--- src/rtl/gci_pkg.sv ---
package gci_pkg;

   localparam int unsigned SLOT_BITS = 32;
   localparam int unsigned FIELD_NUM = 7;

   // Sub-frame layout, first transmitted bit at [31]
   typedef struct packed {
      logic [7:0] b1;
      logic [7:0] b2;
      logic [7:0] mon;
      logic [1:0] d;
      logic [3:0] ci;
      logic       a;
      logic       e;
   } gci_fields_t;

   // Map a bit offset inside a slot to its enable-mask index (6 = B1 ... 0 = E)
   function automatic logic [2:0] field_index(input logic [4:0] off);
      logic [2:0] idx;
      if (off < 5'd8)        idx = 3'd6;
      else if (off < 5'd16)  idx = 3'd5;
      else if (off < 5'd24)  idx = 3'd4;
      else if (off < 5'd26)  idx = 3'd3;
      else if (off < 5'd30)  idx = 3'd2;
      else if (off == 5'd30) idx = 3'd1;
      else                   idx = 3'd0;
      return idx;
   endfunction

endpackage

--- src/rtl/gci_bit_timer.sv ---
module gci_bit_timer
   import gci_pkg::*;
#(
   parameter int unsigned NUM_DEV = 8,
   parameter int unsigned CNT_W   = 8
) (
   input  logic             clk,
   input  logic             rst_n,
   input  logic             dclk,
   input  logic             fsync,
   input  logic             mux_req,
   output logic             mux_act,
   output logic             locked,
   output logic             half,
   output logic             bit_start,
   output logic             bit_mid,
   output logic             sync_evt,
   output logic [CNT_W-1:0] bit_idx
);

   localparam logic [CNT_W-1:0] LAST_MUX = CNT_W'(NUM_DEV * SLOT_BITS - 1);
   localparam logic [CNT_W-1:0] LAST_NRM = CNT_W'(SLOT_BITS - 1);

   logic             dclk_q;
   logic             rise;
   logic [CNT_W-1:0] last_idx;

   assign rise     = dclk & ~dclk_q;
   assign last_idx = mux_act ? LAST_MUX : LAST_NRM;

   always_ff @(posedge clk or negedge rst_n) begin
      if (!rst_n) begin
         dclk_q    <= 1'b0;
         mux_act   <= 1'b0;
         locked    <= 1'b0;
         half      <= 1'b1;
         bit_start <= 1'b0;
         bit_mid   <= 1'b0;
         sync_evt  <= 1'b0;
         bit_idx   <= '0;
      end else begin
         dclk_q    <= dclk;
         bit_start <= 1'b0;
         bit_mid   <= 1'b0;
         sync_evt  <= 1'b0;
         if (rise) begin
            if (fsync) begin
               // park on the last bit so the next edge opens bit 0
               locked   <= 1'b1;
               half     <= 1'b1;
               sync_evt <= 1'b1;
               mux_act  <= (NUM_DEV > 1) && mux_req;
               bit_idx  <= ((NUM_DEV > 1) && mux_req) ? LAST_MUX : LAST_NRM;
            end else if (locked) begin
               half <= ~half;
               if (half) begin
                  bit_idx   <= (bit_idx == last_idx) ? '0 : bit_idx + 1'b1;
                  bit_start <= 1'b1;
               end else begin
                  bit_mid <= 1'b1;
               end
            end
         end
      end
   end

endmodule

--- src/rtl/gci_rx_deframe.sv ---
module gci_rx_deframe
   import gci_pkg::*;
#(
   parameter int unsigned NUM_DEV = 8,
   parameter int unsigned CNT_W   = 8,
   parameter int unsigned CH_W    = 3
) (
   input  logic             clk,
   input  logic             rst_n,
   input  logic             bit_mid,
   input  logic             sync_evt,
   input  logic             mux_act,
   input  logic [CNT_W-1:0] bit_idx,
   input  logic             rx_data,
   input  logic [CH_W-1:0]  ch_sel,
   output logic             rx_valid,
   output gci_fields_t      rx_fields
);

   localparam logic [CNT_W-1:0] LAST_MUX = CNT_W'(NUM_DEV * SLOT_BITS - 1);
   localparam logic [CNT_W-1:0] LAST_NRM = CNT_W'(SLOT_BITS - 1);

   logic [CH_W-1:0]      ch_q;
   logic                 hit;
   logic [SLOT_BITS-1:0] shreg;
   logic [SLOT_BITS-1:0] shnext;
   logic                 last_bit;

   generate
      if (NUM_DEV == 1) begin : g_single
         assign hit = 1'b1;
      end else begin : g_multi
         assign hit = !mux_act || (bit_idx[CNT_W-1:5] == ch_q);
      end
   endgenerate

   assign last_bit = bit_idx == (mux_act ? LAST_MUX : LAST_NRM);
   assign shnext   = hit ? {shreg[SLOT_BITS-2:0], rx_data} : shreg;

   always_ff @(posedge clk or negedge rst_n) begin
      if (!rst_n) begin
         ch_q      <= '0;
         shreg     <= '0;
         rx_valid  <= 1'b0;
         rx_fields <= '0;
      end else begin
         rx_valid <= 1'b0;
         if (sync_evt) ch_q <= ch_sel;
         if (bit_mid) begin
            shreg <= shnext;
            if (last_bit) begin
               rx_valid  <= 1'b1;
               rx_fields <= gci_fields_t'(shnext);
            end
         end
      end
   end

endmodule

--- src/rtl/gci_tx_frame.sv ---
module gci_tx_frame
   import gci_pkg::*;
#(
   parameter int unsigned NUM_DEV = 8,
   parameter int unsigned CNT_W   = 8,
   parameter int unsigned CH_W    = 3
) (
   input  logic                 clk,
   input  logic                 rst_n,
   input  logic                 bit_start,
   input  logic                 sync_evt,
   input  logic                 mux_act,
   input  logic [CNT_W-1:0]     bit_idx,
   input  logic [CH_W-1:0]      ch_sel,
   input  gci_fields_t          tx_fields,
   input  logic [FIELD_NUM-1:0] tx_field_en,
   output logic                 tx_oe,
   output logic                 tx_data
);

   logic [SLOT_BITS-1:0] word_q;
   logic [FIELD_NUM-1:0] en_q;
   logic [CH_W-1:0]      ch_q;
   logic [4:0]           off;
   logic                 hit;
   logic                 drive;

   assign off = bit_idx[4:0];

   generate
      if (NUM_DEV == 1) begin : g_single
         assign hit = 1'b1;
      end else begin : g_multi
         assign hit = !mux_act || (bit_idx[CNT_W-1:5] == ch_q);
      end
   endgenerate

   assign drive = hit && en_q[field_index(off)];

   always_ff @(posedge clk or negedge rst_n) begin
      if (!rst_n) begin
         word_q  <= '0;
         en_q    <= '0;
         ch_q    <= '0;
         tx_oe   <= 1'b0;
         tx_data <= 1'b1;
      end else if (sync_evt) begin
         word_q  <= tx_fields;
         en_q    <= tx_field_en;
         ch_q    <= ch_sel;
         tx_oe   <= 1'b0;
         tx_data <= 1'b1;
      end else if (bit_start) begin
         tx_oe   <= drive;
         tx_data <= drive ? word_q[~off] : 1'b1;
      end
   end

endmodule

--- src/rtl/gci_frame_if.sv ---
module gci_frame_if
   import gci_pkg::*;
#(
   parameter  int unsigned NUM_DEV = 8,
   localparam int unsigned CH_W    = (NUM_DEV > 1) ? $clog2(NUM_DEV) : 1,
   localparam int unsigned CNT_W   = $clog2(NUM_DEV * SLOT_BITS)
) (
   input  logic                 clk,
   input  logic                 rst_n,
   input  logic                 mux_mode,
   input  logic [CH_W-1:0]      ch_sel,
   input  logic                 rx_dclk,
   input  logic                 rx_fsync,
   input  logic                 rx_data,
   output logic                 bclk_out,
   output logic                 rx_valid,
   output logic [SLOT_BITS-1:0] rx_fields,
   input  logic                 tx_dclk,
   input  logic                 tx_fsync,
   input  logic [SLOT_BITS-1:0] tx_fields,
   input  logic [FIELD_NUM-1:0] tx_field_en,
   output logic                 tx_oe,
   output logic                 tx_data
);

   if (NUM_DEV == 0 || NUM_DEV > 8 || (NUM_DEV & (NUM_DEV - 1)) != 0) begin : g_bad_num_dev
      $error("gci_frame_if: NUM_DEV must be 1, 2, 4 or 8");
   end

   logic             rx_mux, rx_locked, rx_half, rx_start, rx_mid, rx_sync_evt;
   logic             tx_mux, tx_locked, tx_half, tx_start, tx_mid, tx_sync_evt;
   logic [CNT_W-1:0] rx_idx, tx_idx;
   gci_fields_t      rx_word;

   gci_bit_timer #(.NUM_DEV(NUM_DEV), .CNT_W(CNT_W)) u_rx_tmr (
      .clk(clk), .rst_n(rst_n), .dclk(rx_dclk), .fsync(rx_fsync),
      .mux_req(mux_mode), .mux_act(rx_mux), .locked(rx_locked),
      .half(rx_half), .bit_start(rx_start), .bit_mid(rx_mid),
      .sync_evt(rx_sync_evt), .bit_idx(rx_idx)
   );

   gci_bit_timer #(.NUM_DEV(NUM_DEV), .CNT_W(CNT_W)) u_tx_tmr (
      .clk(clk), .rst_n(rst_n), .dclk(tx_dclk), .fsync(tx_fsync),
      .mux_req(mux_mode), .mux_act(tx_mux), .locked(tx_locked),
      .half(tx_half), .bit_start(tx_start), .bit_mid(tx_mid),
      .sync_evt(tx_sync_evt), .bit_idx(tx_idx)
   );

   gci_rx_deframe #(.NUM_DEV(NUM_DEV), .CNT_W(CNT_W), .CH_W(CH_W)) u_rx (
      .clk(clk), .rst_n(rst_n), .bit_mid(rx_mid), .sync_evt(rx_sync_evt),
      .mux_act(rx_mux), .bit_idx(rx_idx), .rx_data(rx_data),
      .ch_sel(ch_sel), .rx_valid(rx_valid), .rx_fields(rx_word)
   );

   gci_tx_frame #(.NUM_DEV(NUM_DEV), .CNT_W(CNT_W), .CH_W(CH_W)) u_tx (
      .clk(clk), .rst_n(rst_n), .bit_start(tx_start), .sync_evt(tx_sync_evt),
      .mux_act(tx_mux), .bit_idx(tx_idx), .ch_sel(ch_sel),
      .tx_fields(gci_fields_t'(tx_fields)), .tx_field_en(tx_field_en),
      .tx_oe(tx_oe), .tx_data(tx_data)
   );

   assign rx_fields = rx_word;
   assign bclk_out  = rx_locked & ~rx_half;

   logic unused_ok;
   assign unused_ok = &{1'b0, rx_start, tx_mid, tx_half};

endmodule

--- config.mk ---
export PLATFORM = sky130hd
export DESIGN_NAME = gci_frame_if
export DESIGN_NICKNAME = d
export VERILOG_FILES = /design/src/rtl/gci_pkg.sv /design/src/rtl/gci_bit_timer.sv /design/src/rtl/gci_rx_deframe.sv /design/src/rtl/gci_tx_frame.sv /design/src/rtl/gci_frame_if.sv
export SDC_FILE = /design/constraint.sdc
export NUM_CORES = 1
export LEC_CHECK = 0
export BUFFER_PORTS_ARGS = -buffer_cell sky130_fd_sc_hd__buf_2
export CAP_MARGIN = 10
export CORE_ASPECT_RATIO = 0.9
export CORE_MARGIN = 5
export CORE_UTILIZATION = 40
export DETAILED_ROUTE_END_ITERATION = 6
export PLACE_DENSITY_LB_ADDON = 0.08
export SYNTH_ARGS = -nofsm -noshare
export SYNTH_HDL_FRONTEND = slang
export SYNTH_SLANG_ARGS = --single-unit
--- constraint.sdc ---
create_clock -name clk -period 2.73 [get_ports clk]
set_clock_uncertainty 0.2 [all_clocks]
set_input_delay 0.273 -clock clk [delete_from_list [all_inputs] [get_ports clk]]
set_output_delay 0.273 -clock clk [all_outputs]
set_load 0.02 [all_outputs]
== Yosys cells after proc, flatten, opt, wreduce, memory -nomap -nowiden ==
Index checks and enable logic that the tools add are counted.

* Flip-flop bits (word level): 140
* Bits of input ports: 50
* Output and inout port bits: 36
* Logic and storage cells: 113

* Add/subtract/negate cells: 2
* Order comparisons: 7
* Equal/unequal tests: 5
* Multiplexer cells: 45
* Bitwise logic cells: 8
* Reduce and logical (&&, ||, !) cells: 17

{| class="wikitable"
|+ Operator list
! kind !! count
|-
| 8-bit 2-to-1 mux || 11
|-
| 32-bit 2-to-1 mux || 1
|-
| 1-bit 2-to-1 mux || 26
|-
| 5-bit less-than comparator, second input constant || 4
|-
| 8-bit by 1-bit adder with 8-bit output, second input constant || 2
|-
| 8-bit == test || 2
|-
| 3-bit 2-to-1 mux || 5
|-
| 2-bit AND reduction || 5
|-
| 2-bit nonzero test || 5
|-
| 3-bit == test || 2
|-
| 5-bit by 6-bit less-than comparator with 1-bit output, second input constant || 1
|-
| 3-bit AND reduction || 2
|-
| 1-bit binary-select mux with 5-bit select || 1
|-
| 5-bit == test, second input constant || 1
|-
| 5-bit by 4-bit less-than comparator with 1-bit output, second input constant || 1
|-
| 5-bit NOT || 1
|-
| 3-bit by 4-bit less-than comparator with 1-bit output, second input constant || 1
|-
| 1-bit NOT || 4
|-
| 1-bit bitwise AND || 3
|-
| 1-bit binary-select mux with 3-bit select || 1
|-
| 1-bit logical NOT || 2
|-
| 1-bit logical OR || 2
|-
| 1-bit logical AND || 1
|}

== Longest topological paths before layout ==
* Word-level depth: 13
* Gate-level depth with buffers: 8
* Mapped depth without buffers: 6

== By module ==
Synthesis repeated with hierarchy kept, for this count alone.

* Cell total of the unflattened synthesis: 508
* Area total of the unflattened synthesis: 6428.7 um2

{| class="wikitable"
|+ By module, submodules not included
! module !! times used !! cells each !! area an instance (um2) !! seq. area each (um2)
|-
| gci_rx_deframe || 1 || 222 || 2864.0 || 1701.6
|-
| gci_tx_frame || 1 || 135 || 2049.5 || 1102.3
|-
| gci_bit_timer || 2 || 75 || 750.7 || 376.6
|-
| gci_frame_if || 1 || 1 || 13.8 || 0.0
|}

== Least setup slack after synthesis ==
No wires, ideal clock.

* Path type: reg2reg
* Start: register u_rx_tmr.bit_idx[5]
* End: register u_rx.rx_fields[23] (netlist name)
* Library setup time: 122 ps
* Arrival time: 1628 ps
* Setup slack: 780 ps
* Stages on the path, launching flop included: 8
* Buffers on the path: 2
* Cell sequence: dfrtp_1 or4_1 a21oi_2 nand2_1 buf_6 buf_6 nand2_1 o21ai_1

* Cells in the longest elaborated chain, start to end: 3

{| class="wikitable"
|+ Ends and longest elaborated chain
! element !! line !! source
|-
| start, declared || gci_bit_timer.sv:18 || <nowiki>output logic [CNT_W-1:0] bit_idx</nowiki>
|-
| start signal, assigned || gci_bit_timer.sv:53 || <nowiki>bit_idx <= ((NUM_DEV > 1) && mux_req) ? LAST_MUX : LAST_NRM;</nowiki>
|-
| start signal, assigned || gci_bit_timer.sv:57 || <nowiki>bit_idx <= (bit_idx == last_idx) ? '0 : bit_idx + 1'b1;</nowiki>
|-
| 3-bit == test || gci_rx_deframe.sv:33 || <nowiki>assign hit = !mux_act || (bit_idx[CNT_W-1:5] == ch_q);</nowiki>
|-
| 1-bit logical OR || gci_rx_deframe.sv:33 ||
|-
| 32-bit 2-to-1 mux || gci_rx_deframe.sv:38 || <nowiki>assign shnext = hit ? {shreg[SLOT_BITS-2:0], rx_data} : shreg;</nowiki>
|}

Several ways; a longest one is shown, not always the timed one.
A chain may end at the register's enable or synchronous reset.

== Final worst setup path ==
* Start: register u_tx_tmr.bit_idx[0]
* End: register u_tx_tmr.bit_idx[7]

* Cells in the longest elaborated chain, start to end: 5

{| class="wikitable"
|+ Ends and longest elaborated chain
! element !! line !! source
|-
| start, declared || gci_bit_timer.sv:18 ||
|-
| start signal, assigned || gci_bit_timer.sv:53 ||
|-
| start signal, assigned || gci_bit_timer.sv:57 ||
|-
| 8-bit by 1-bit adder with 8-bit output / 8-bit == test (equally long branches) || gci_bit_timer.sv:57 ||
|-
| 8-bit 2-to-1 mux (*) || gci_bit_timer.sv:57 ||
|-
| 8-bit 2-to-1 mux (*) || gci_bit_timer.sv:56 || <nowiki>if (half) begin</nowiki>
|-
| 8-bit 2-to-1 mux (*) || gci_bit_timer.sv:54 || <nowiki>end else if (locked) begin</nowiki>
|-
| 8-bit 2-to-1 mux (*) || gci_bit_timer.sv:47 || <nowiki>if (fsync) begin</nowiki>
|}

Mark *: on every way between the ends. The rest lies on a longest branch, timed or not. The select of a mux whose other input is x is not followed.

==> metrics.md <==
| Metric | Value |
|---|---|
| Status | finished, final reports clean |
| Synth Area in Compound Gates | under 10% |
| Syn Area/Cell | between 10 and 15 um^2 |
| TritonCTS clock tree | yes |
| Fin. max-slew vios | 0 |
| Vias in the first global route | 4299 |
| Syn Std Cell Area | 0.00627 mm^2 |
| VDD IR max | 0.000491 V |
| Syn nets | 546 |
| Setup Viol. Count Final | 0 |
| Ys async rst share | 100% |
| Max-slew headroom | roughly 52% |
| Worst Setup Start Kind | flip-flop |
| Final Util | 51.7% |
| Hold Slack | between 200 and 300 ps |
| IO Count | 86 |
| Post-synth top flop | dfrtp_1 |
| Initial Utilization | 40.7% |
| Initial DRC count | 197 |
| Xor/xnor share of the synthesized area | 0.839% |
| Num CTS Buffers | 17 |
| Routability Congestion | 0.845 |
| Met1 Routed Length | 5880 um |
| Total number of vias | about 4300 |
| Metal3 WL | 552 um |
| FILL cells | 1363 |
| Site Rows | 43 |
| P_leak | 3.82 nW |
| Routed wire per std cell | 15.3 um |
| Reg2reg path depth | 6 |
| Worst r2r dst | u_tx_tmr.bit_idx[7] |
| Overall Power | 6.16 mW |
| MaxCap Viol Count | 0 |
| Die Span Y | between 100 and 150 um |
| Hold Violations, Final | 0 |
| Post-DP Area | 0.00690 mm^2 |
| Number of synthesized flops with an enable pin | 0 |
| Via density | 5.05 |
| IO buf count | 85 |
| CTS Buffer Depth | 2 |
| Sink Count | 140 |
| Mux contribution to synthesized area | 22.6% |
| Max Fclk | 435 MHz |
| RSZ-0062 raised after global routing | no |
| ANT nets after route | 0 |
| RR Startpoint | u_tx_tmr.bit_idx[0] |
| Worst slew pin tran | 714 ps |
| Final period util | 84.3% |
| Min cycle time layout | 2300 ps |
| Detailed placer's ending HPWL | approximately 8500 um |
| Crit. End Element | flip-flop |
| Synth-to-layout area growth | 26.9% |
| H-tree depth | 4 |
| Total grt overflow | 0 |
| Nets | 682 |
| 1st-pass router iterations | 5 |
| # Post-CTS Setup Buffers | 0 |
| CP Class | reg2reg |
| Clock Latency Late Sink | roughly 410 ps |
| Slowest CP cell | dfrtp_1 |
| Finished Cell Area | 0.00795 mm^2 |
| Flops & latches, synth | 140 |
| Pwr/cell area | 775 mW/mm^2 |
| Top routing layer used | met4 |
| Worst path max stage delay | 520 ps |
| Core area | 0.0154 mm^2 |
| Global-route wire length before repair | 21700 um |
| Die footprint | 0.0183 mm^2 |
| Count of different cell masters after synthesis | 49 |
| Total wire length | 12900 um |
| R2R setup slack | 430 ps |
| Post-synthesis simple-gate area fraction | under 10% |
| CP max FO | 7 |
| Root Driver | clkbuf_16 |
| Largest family of logic cells by synthesized area | multiplexers |
| CP Data Required Time | 2880 ps |
| Largest net degree at the start of global routing | 76 |
| Width of the chip | 142 um |
| Synthesized instance count | 494 |
| WP data arrival | 2450 ps |
| Seq/Total Area, Yosys | between 50% and 60% |
| Worst-path cell chain | ha_1, and4_1, a21boi_1, or2_1, o41ai_1, a22o_1 |
| Setup TNS | 0 ps |
| Share of cells above drive strength 1 | about 31% |
| Initial antenna violation count | 0 |
| All-Layer GR Usage | 15.1% |
| Met2 WL | approximately 6200 um |
| Hold Crit Class | in2async |
| Drc violations | 0 |
| Clk slew on worst S/H paths | 50 ps |
| Post-Synth Adder-Cell Area | 0.399% |
| Ys Warns | 0 |
-- cell families after synthesis --
| family | count (synthesis) |
|---|---|
| compound gates | 86 |
| xor+xnor | 6 |
| fa+ha+maj | 2 |
| buf+inv | 33 |
| flops | 140 |
| mux | 124 |
| simple gates | 103 |
-- synth_stat cells, types with 5 or more instances --
| master | instances | share of area, % |
|---|---|---|
| nor2_1 | 13 | 0.78 |
| xor2_1 | 6 | 0.84 |
| nand2_1 | 52 | 3.1 |
| mux2i_1 | 40 | 6.4 |
| nor3_1 | 5 | 0.40 |
| o31ai_1 | 5 | 0.60 |
| a21oi_1 | 10 | 0.80 |
| mux2_1 | 32 | 5.8 |
| buf_2 | 8 | 0.64 |
| inv_1 | 6 | 0.36 |
| and3_1 | 5 | 0.50 |
| o21ai_0 | 13 | 1.0 |
| dfrtp_1 | 137 | 55 |
| clkbuf_1 | 8 | 0.48 |
| nand3_1 | 5 | 0.40 |
| mux4_2 | 6 | 2.2 |
| o21ai_2 | 17 | 2.4 |
| a22o_1 | 6 | 0.84 |
| o21ai_1 | 16 | 1.3 |
| mux2_2 | 46 | 8.3 |
| buf_6 | 6 | 1.1 |
-- metrics by stage --
stage	instances	worst slack, ps
global placement	764	510
floorplan	494	780
finish	843	430
detailed placement	764	465
global route	842	338
CTS	842	439
-- metal layers --
metal	vias up	track usage [%]
li1	2065	-
met1	2071	19.5
met2	101	24.5
met3	21	3.83
met4	0	6.26
met5	-	0
-- registers in the layout (all words and copies together) (netlist names), 3 cells and up --
register and flops:
u_rx.ch_q 3, u_tx_tmr.bit_idx 8, u_tx.ch_q 3, u_tx.en_q 7, u_rx.shreg 32, u_tx.word_q 32
u_rx.rx_fields 32, u_rx_tmr.bit_idx 8
-- worst max-delay path, delay by kind of cell, from the launching register on --
family,cells,cell delay [ps]
AOI/OAI and AO/OA,3,710
adders and majority gates,1,310
DFF,1,520
and+or+nand+nor,2,500
-- worst max-delay path by stage --
stage                     endpoint  cells after the start                start
2_1_floorplan   u_rx.rx_fields[23]                      7  u_rx_tmr.bit_idx[5]
3_3_place_gp   u_tx_tmr.bit_idx[7]                      6  u_tx_tmr.bit_idx[0]
3_5_place_dp   u_tx_tmr.bit_idx[7]                      6  u_tx_tmr.bit_idx[0]
4_1_cts        u_tx_tmr.bit_idx[7]                      6  u_tx_tmr.bit_idx[0]
5_1_grt        u_tx_tmr.bit_idx[7]                      6  u_tx_tmr.bit_idx[0]
6_report       u_tx_tmr.bit_idx[7]                      6  u_tx_tmr.bit_idx[0]
-- report_power, final --
part	total [mW]	internal (mW)	switching, mW
combinational	1.31	0.674	0.637
sequential	2.67	2.37	0.303
clock	2.18	1.37	0.807
total	6.16	4.41	1.75
-- cell type report --
type | instances | area [um^2] | area share (%)
Multi-Input combinational cell | 321 | 2580 | 32.4
Inverter | 7 | 26.3 | 0.330
Antenna cell | 1 | 2.50 | 0.0315
Clock buffer | 21 | 460 | 5.79
Tap cell | 202 | 253 | 3.18
Sequential cell | 140 | 3510 | 44.1
Timing Repair Buffer | 143 | 1030 | 12.9
Clock inverter | 8 | 95.1 | 1.20
-- repair_timing --
item                                    CTS  global route
gates resized for setup                   0             0
endpoints found under the setup margin    0             0
hold buffers                             49             0
endpoints found under the hold margin   124             0
-- cells in the final DEF, fill, tap and decap left out, types with 3 or more instances in the layout --
cell type / n
o21ai_0: 13
and3_1: 5
a21oi_1: 10
nand3_1: 5
clkinv_2: 4
mux2_1: 32
nor2_1: 13
dfstp_2: 3
clkbuf_16: 17
o21ai_2: 17
nand2_1: 51
mux4_2: 6
o21ai_1: 16
nand4_1: 3
buf_2: 84
dlygate4sd3_1: 49
o31ai_1: 5
o41ai_1: 3
buf_4: 6
mux2i_1: 40
a22o_1: 6
nand2b_1: 4
xor2_1: 6
buf_12: 3
o22a_1: 3
dfrtp_1: 136
mux2_2: 46
and2_1: 3
inv_1: 6
nor3_1: 5
nor2b_1: 4
(Power assumes the default switching activity.)
